### src/rtl/bar_xlate_pkg.sv
package bar_xlate_pkg;
  // strobes from control to datapath
  typedef struct packed {
    logic load;
  } xlateStrobe_t;
endpackage

### src/rtl/bar_xlate_ctrl.sv
module bar_xlate_ctrl
  import bar_xlate_pkg::*;
(
  input  logic         clk,
  input  logic         rstN,
  input  logic         refreshWr,
  input  logic         refreshArm,
  output xlateStrobe_t strobe,
  output logic         addrValid
);
  // only a write carrying a set top bit triggers a recompute
  always_comb strobe.load = refreshWr && refreshArm;

  always_ff @(posedge clk) begin
    if (!rstN) addrValid <= 1'b0;
    else       addrValid <= strobe.load;
  end
endmodule

### src/rtl/bar_xlate_datapath.sv
module bar_xlate_datapath
  import bar_xlate_pkg::*;
#(
  parameter int ADDR_W   = 64,
  parameter int PASS_W   = 20,
  parameter int LOCMSK_W = 7,
  parameter int EXT_W    = 14,
  parameter int BARHI_W  = 15,
  localparam int EXT_LSB   = PASS_W + LOCMSK_W,
  localparam int BARHI_LSB = EXT_LSB + EXT_W,
  localparam int ZERO_LSB  = BARHI_LSB + BARHI_W,
  localparam int BAR_W     = ZERO_LSB - PASS_W,
  localparam int MASK_W    = BARHI_LSB - PASS_W,
  localparam int LOCAL_W   = EXT_LSB
)(
  input  logic               clk,
  input  logic               rstN,
  input  xlateStrobe_t       strobe,
  input  logic [BAR_W-1:0]   barField,
  input  logic [MASK_W-1:0]  maskField,
  input  logic [EXT_W-1:0]   extField,
  input  logic [LOCAL_W-1:0] localAddr,
  output logic [ADDR_W-1:0]  fabricAddr
);
  logic [ADDR_W-1:0] merged;

  // per-bit source selection, picked by position
  for (genvar i = 0; i < ADDR_W; i++) begin : g_bit
    if (i < PASS_W) begin : g_pass
      assign merged[i] = localAddr[i];
    end else if (i < EXT_LSB) begin : g_loc
      assign merged[i] = maskField[i-PASS_W] ? localAddr[i] : barField[i-PASS_W];
    end else if (i < BARHI_LSB) begin : g_ext
      assign merged[i] = maskField[i-PASS_W] ? extField[i-EXT_LSB] : barField[i-PASS_W];
    end else if (i < ZERO_LSB) begin : g_bar
      assign merged[i] = barField[i-PASS_W];
    end else begin : g_zero
      assign merged[i] = 1'b0;
    end
  end

  always_ff @(posedge clk) begin
    if (!rstN)            fabricAddr <= '0;
    else if (strobe.load) fabricAddr <= merged;
  end
endmodule

### src/rtl/bar_xlate.sv
module bar_xlate
  import bar_xlate_pkg::*;
(
  input  logic        clk,
  input  logic        rstN,
  input  logic        refreshWr,
  input  logic        refreshArm,
  input  logic [35:0] barField,
  input  logic [20:0] maskField,
  input  logic [13:0] extField,
  input  logic [26:0] localAddr,
  output logic [63:0] fabricAddr,
  output logic        addrValid
);
  xlateStrobe_t strobe;

  bar_xlate_ctrl u_ctrl (
    .clk        (clk),
    .rstN       (rstN),
    .refreshWr  (refreshWr),
    .refreshArm (refreshArm),
    .strobe     (strobe),
    .addrValid  (addrValid)
  );

  bar_xlate_datapath #(
    .ADDR_W   (64),
    .PASS_W   (20),
    .LOCMSK_W (7),
    .EXT_W    (14),
    .BARHI_W  (15)
  ) u_dp (
    .clk        (clk),
    .rstN       (rstN),
    .strobe     (strobe),
    .barField   (barField),
    .maskField  (maskField),
    .extField   (extField),
    .localAddr  (localAddr),
    .fabricAddr (fabricAddr)
  );
endmodule

### config.mk
export PLATFORM = sky130hd
export DESIGN_NAME = bar_xlate
export DESIGN_NICKNAME = d
export VERILOG_FILES = /design/src/rtl/bar_xlate_pkg.sv /design/src/rtl/bar_xlate_ctrl.sv /design/src/rtl/bar_xlate_datapath.sv /design/src/rtl/bar_xlate.sv
export SDC_FILE = /design/constraint.sdc
export NUM_CORES = 1
export LEC_CHECK = 0
export ABC_AREA = 1
export BUFFER_PORTS_ARGS = -buffer_cell sky130_fd_sc_hd__buf_2
export CAP_MARGIN = 30
export CELL_PAD_IN_SITES_DETAIL_PLACEMENT = 1
export CELL_PAD_IN_SITES_GLOBAL_PLACEMENT = 1
export CORE_ASPECT_RATIO = 1.1
export CORE_MARGIN = 2
export CORE_UTILIZATION = 28
export CTS_BUF_LIST = sky130_fd_sc_hd__clkbuf_2
export DETAILED_ROUTE_END_ITERATION = 6
export PLACE_DENSITY_LB_ADDON = 0.25
export RECOVER_POWER = 100
export SYNTH_ARGS = -nofsm -noshare
export SYNTH_HDL_FRONTEND = slang
export SYNTH_SLANG_ARGS = --single-unit
### constraint.sdc
create_clock -name clk -period 0.9 [get_ports clk]
set_input_delay 0.045 -clock clk [delete_from_list [all_inputs] [get_ports clk]]
set_output_delay 0.045 -clock clk [all_outputs]
set_load 0.05 [all_outputs]
Word level (Yosys, flattened, before mapping)
Cells that the tools add are included.
W data, S select, Z words.

storage, ports and cells
  input port bits = 102
  bits in registers = 57
  logic and storage cells = 24
  output and inout bits = 65

operators by class
  multiplexer cells = 21
  reduce and logical (&&, ||, !) cells = 1

operators with widths
  operator             number
  $mux W1              21
  $logic_and A1 B1 Y1  1

Longest topological paths before layout
Gate-level depths: netlist of the first run.

  depth after elaboration = 1
  depth in mapped cells = 7
  depth with buffers taken out = 5

By module
A second synthesis of the first run with hierarchy kept.

second synthesis, totals
  cell total of the unflattened synthesis = 361
  area total of the unflattened synthesis = 2416.1 um^2

modules (own cells, without submodules)
  module              seq. area each (um^2)  cells each  area each (um^2)  times used
  bar_xlate_datapath  1121.1                 356         2378.5            1
  bar_xlate_ctrl      20.0                   5           37.5              1

Least setup slack after synthesis of the first run
No wires, ideal clock.

  path kind = reg2reg
  start = register u_dp.fabricAddr[25] (netlist name)
  end = register u_dp.fabricAddr[25]
  data required time = 0.844 ns
  buffers on the path = 0
  stages on the path, launching flop included = 5
  arrival time = 0.933 ns
  library setup time = 0.056 ns
  clock period less this slack = 0.989 ns
  slack = -0.089 ns
  path through = dfxtp_1 inv_1 a21oi_2 nand2_1 inv_1

RTL lines
  element               line                      RTL
  end signal, assigned  bar_xlate_datapath.sv:44  else if (strobe.load) fabricAddr <= merged;
  end, declared         bar_xlate_datapath.sv:23  output logic [ADDR_W-1:0] fabricAddr

Worst setup path after layout of the first run
  start = register u_dp.fabricAddr[22]
  end = output port fabricAddr[22]

RTL lines
  element        line             RTL
  end, declared  bar_xlate.sv:12  output logic [63:0] fabricAddr,

No word-level cell between the ends.

==> results of run 1 <==
## cell usage after synthesis (all sizes together)
library cell   n
nor2          71
inv           65
nand2         64
dfxtp         57
o21ai         35
buf           23
a21oi         21
nand3         21
clkbuf         2
conb           1
## power by group through the flow
stage / clock [uW] / sequential [uW] / combinational (uW)
global placement: 0 / 2830 / 1590
CTS: 1240 / 2870 / 2230
finish: 1190 / 2890 / 2420
floorplan: 0 / 3430 / 543
global route: 1350 / 2910 / 2570
detailed placement: 0 / 2840 / 1610
## registers in the layout, indices dropped and copies added, names as in the netlist
register          flops
u_dp.fabricAddr      56
u_ctrl.addrValid      1
## worst min-delay path: cells and delay by family
kind	cells	cell delay [ns]
buffers and inverters	2	0.29
and+or+nand+nor	2	0.18
## layer usage
| metal | GRT usage | wire, um |
|---|---|---|
| met1 | 0.249 | 4470 |
| met2 | 0.508 | 7130 |
| met3 | 0.0688 | 774 |
| met4 | 0.117 | 412 |
| met5 | 0 | 0 |
## worst max-delay path by stage
stage | startpoint | to | slack [ns] | depth (start not counted)
6_report | u_dp.fabricAddr[22] | fabricAddr[22] | -0.16 | 1
5_1_grt | u_dp.fabricAddr[16] | fabricAddr[16] | -0.23 | 1
4_1_cts | u_dp.fabricAddr[39] | fabricAddr[39] | -0.20 | 1
3_5_place_dp | refreshWr | u_dp.fabricAddr[21] | 0.02 | 7
3_3_place_gp | refreshWr | u_dp.fabricAddr[38] | 0.06 | 7
2_1_floorplan | u_dp.fabricAddr[0] | u_dp.fabricAddr[0] | 0.04 | 2
## stage by stage
stage	setup TNS [ns]	std cells	hold WS [ns]	total power, uW
global route	-16.06	744	0.0669	6830
CTS	-10.46	733	0.0104	6340
floorplan	0	367	0.181	3970
global placement	0	621	0.291	4430
finish	-8.78	744	0.0837	6510
detailed placement	0	621	0.306	4460
## area by class of cell
type / count / area (um^2) / share of cell area
repair buffers: 275 / 2520 / 0.490
flip-flops and latches: 57 / 1210 / 0.235
multi-input cells: 220 / 970 / 0.188
inverters: 65 / 244 / 0.0474
well taps: 114 / 143 / 0.0277
clock buffers: 9 / 45.0 / 0.00874
clock inverters: 3 / 12.5 / 0.00243
diodes: 1 / 2.50 / 0.000486
## timing repair
action | in CTS | in global routing
resized for setup | 188 | 24
hold buffers | 99 | 0
setup endpoints to repair | 57 | 57
setup buffers | 1 | 10
hold endpoints to repair | 57 | 0
cloned | 0 | 0
## cell families (layout without fill, tap and decap cells)
kind of cell | after synthesis | after routing | synth area share
DFF | 57 | 57 | 0.454
buffers and inverters | 90 | 352 | 0.179
and+or+nand+nor | 156 | 156 | 0.244
AOI/OAI and AO/OA | 56 | 56 | 0.122
other | 1 | 9 | 0.00149
==> flow_summary.ini, run 1 <==
[clocking]
cts_sinks = 57
clkTransAtPathRegs_ns = 0.16
worstSkewPairLatency_ns = 0.46
cts_tree = done
clock_path_buffers = 2
cts-root-buf = clkbuf_2
htreeDepth = 3
cts_buffers = 9

[placement]
place_area_um2 = 3410
dpl_worst_slack_ns = 0.0248
gp_congestion = 0.723
dpl.hpwl_um = 5530
io_buffers = 158

[critical_path]
worst-setup-path-type = reg2out
crit_fanout = 2
path_buf_inv = 1
worstSetupEndpointType = primary output
worstReg2RegStart = u_dp.fabricAddr[35]
timing.rr.end = u_dp.fabricAddr[35]
crit_required_ns = 0.85
path_delay_family = flip-flops
max_stage_delay_ns = 0.39
slowest_stage = dfxtp_2
r2r_slack_ns = 0.02
path_cells = buf_8
worst_r2r_path_depth = 5
crit_arrival_ns = 1.01
startpoint_type = flop

[detailed_routing]
via_per_inst = 4.52
drtAntennaViolNets = 0
first_iter_violations = 62
drc_errors = 0
vias = 3361
routed_wl_um = 12800
dr.pass1.iters = 4
post_drt_wl_per_cell_um = 17.2

[floorplanning]
die-area_um2 = 9760
core_um2 = 8780
io_pins = 167
die_w_um = 94.4
die_h_um = 103
start_util = 0.286
rows = 36

[synthesis]
ys_types = 16
yosys_register_bits = 57
yosysTopAreaCell = dfxtp_1
avgSynthCellArea_um2 = 6.99
synth_area_leaders = dfxtp_1, nor2_1, inv_1, nand2_1, o21ai_0
synth_seq_area_share = 0.454
yosysWarnings = 0
synth_top_area_share = 0.454
synth_area_um2 = 2510
syn_inst = 360

[sta]
setup_viol = 103
hold_violations = 0
finalCritPeriodShare = 1.18
slew_viol_final = 0
rsz0062_at_grt = yes
fin_crit_ns = 1.06
max_freq_mhz = 945
fin_skew_ns = 0
fin_ws_ns = -0.159

[global_routing]
antenna_found_initial = 1
grt_max_degree = 36
track_usage = 0.258
first_global_vias = 3797
grt_overflow = 0
grt_pass1_wl_um = 18900

[status]
outcome = finished, violations left
failed_checks = negative setup slack

[pwr]
power.density_nw_per_um2 = 1260
clkPwrFrac = 0.184
internal_power_uw = 4120
p_seq_frac = 0.444
power_leakage_uw = 0.00257
p_switching_uw = 2390
vdd_drop_max_uv = 439
power_frac_comb = 0.373
swShare = 0.367

[run]
maxCapViolCount = 0

[cells_and_area]
layout_commonest_cell = buf_2
fillers = 1046
finish.utilization = 0.587
area_growth_pct = 105
stdcell_area_um2 = 5150
drive_gt1_frac = 0.407
mostFrequentLayoutCells = buf_2, dlygate4sd3_1, nor2_1, inv_1, nand2_1
nets = 730

[worst_hold_path]
holdPathStages = 4
hold_path_end = u_ctrl.addrValid
holdCritStartpoint = refreshArm
worstHoldPathType = in2reg
Note: power is estimated with default switching activity, not from simulation.
==> inputs of run 2 (changes only) <==
--- a/config.mk
+++ b/config.mk
@@ -11,9 +11,10 @@
 export CELL_PAD_IN_SITES_DETAIL_PLACEMENT = 1
 export CELL_PAD_IN_SITES_GLOBAL_PLACEMENT = 1
 export CORE_ASPECT_RATIO = 1.1
-export CORE_MARGIN = 2
+export CORE_MARGIN = 5
 export CORE_UTILIZATION = 28
 export CTS_BUF_LIST = sky130_fd_sc_hd__clkbuf_2
+export CTS_CLUSTER_SIZE = 25
 export DETAILED_ROUTE_END_ITERATION = 6
 export PLACE_DENSITY_LB_ADDON = 0.25
 export RECOVER_POWER = 100
==> flow_summary.ini, run 2 (synthesis results as in run 1) <==
[clocking]
clkTransAtPathRegs_ns = 0.16
cts-root-buf = clkbuf_2
cts_sinks = 57
cts_buffers = 9
clock_path_buffers = 2
cts_tree = done
htreeDepth = 3
worstSkewPairLatency_ns = 0.46

[cells_and_area]
mostFrequentLayoutCells = buf_2, dlygate4sd3_1, nor2_1, inv_1, nand2_1
stdcell_area_um2 = 5150
layout_commonest_cell = buf_2
fillers = 1068
largest_reg_flops = 56
finish.utilization = 0.584
nets = 728
drive_gt1_frac = 0.393
regMostFlops = u_dp.fabricAddr
largest_registers = u_dp.fabricAddr: 56 flops, u_ctrl.addrValid: 1 flops
area_growth_pct = 105
n_antenna_cell = 0

[detailed_routing]
via_per_inst = 4.39
drtAntennaViolNets = 0
routed_wl_um = 12300
post_drt_wl_per_cell_um = 16.5
drc_errors = 0
first_iter_violations = 50
dr.pass1.iters = 4
vias = 3272

[critical_path]
max_stage_delay_ns = 0.41
worst-setup-path-type = reg2out
slowest_stage = dfxtp_2
path_buf_inv = 1
worstSetupEndpointType = primary output
crit_required_ns = 0.85
crit_arrival_ns = 1.03
path_cells = buf_8
path_delay_family = flip-flops
crit_fanout = 2
startpoint_type = flop

[floorplanning]
rows = 36
die_h_um = 109
die-area_um2 = 11000
core_um2 = 8830
die_w_um = 100
start_util = 0.285
io_pins = 167

[worst_hold_path]
worstHoldPathType = in2reg

[run]
maxCapViolCount = 0

[sta]
finalCritPeriodShare = 1.19
slew_viol_final = 0
fin_crit_ns = 1.07
max_freq_mhz = 933
fin_ws_ns = -0.172
fin_skew_ns = 0
hold_violations = 0
setup_viol = 66
rsz0062_at_grt = yes
hold_ws_ns = 0.106

[placement]
place_area_um2 = 3410
dpl_worst_slack_ns = 0.0181
io_buffers = 158
gp_congestion = 0.694
dpl.hpwl_um = 5960

[global_routing]
antenna_found_initial = 0
grt_pass1_wl_um = 18600
grt_max_degree = 58
grt_overflow = 0
first_global_vias = 3713
track_usage = 0.222

[pwr]
power.density_nw_per_um2 = 1330
power_leakage_uw = 0.00259
p_total_uw = 6850
vdd_drop_max_uv = 771

[status]
failed_checks = negative setup slack
outcome = finished, violations left
## run 2: layout make-up
class / count / area, um^2 / area share
sequential: 57 / 1210 / 0.235
clock inverter: 5 / 46.3 / 0.00898
timing repair buffer: 273 / 2510 / 0.488
multi-input combinational: 220 / 943 / 0.183
clock buffer: 11 / 55.1 / 0.0107
inverter: 65 / 244 / 0.0473
tap: 114 / 143 / 0.0277
## run 2: timing repair
item	4_1_cts	5_1_grt
hold endpoints to repair	57	0
hold buffers	99	0
setup endpoints to repair	57	71
buffers inserted	1	8
resized for setup	199	8
## run 2: report_power, final
| part | leakage, uW | switching (uW) | total [uW] | internal (uW) |
|---|---|---|---|---|
| combinational | 0.00203 | 1280 | 2380 | 1100 |
| sequential | 0.000490 | 157 | 2890 | 2730 |
| clock | 0.0000684 | 956 | 1590 | 636 |
| total | 0.00259 | 2390 | 6850 | 4460 |
## run 2: routing by layer
layer | up-vias | part of all wire | GRT usage | wire length (um)
li1 | 1599 | - | - | -
met1 | 1508 | 0.35 | 0.218 | 4240
met2 | 127 | 0.55 | 0.430 | 6760
met3 | 38 | 0.064 | 0.0552 | 782
met4 | 0 | 0.041 | 0.108 | 503
met5 | - | 0 | 0 | 0
## run 2: through the flow
| stage | cells | setup TNS (ns) |
|---|---|---|
| 5_1_grt | 745 | -13.91 |
| 3_5_place_dp | 621 | 0 |
| 2_1_floorplan | 367 | 0 |
| 3_3_place_gp | 621 | 0 |
| 4_1_cts | 737 | -11.21 |
| 6_report | 745 | -7.88 |
## run 2: worst paths after layout
kind	from	end	slack, ns	depth (start not counted)
min	refreshArm	u_ctrl.addrValid	0.11	4
max reg2reg	u_dp.fabricAddr[22]	u_dp.fabricAddr[22]	0.03	4
max	u_dp.fabricAddr[22]	fabricAddr[22]	-0.17	1
min reg2reg	u_dp.fabricAddr[19]	u_dp.fabricAddr[19]	0.51	2
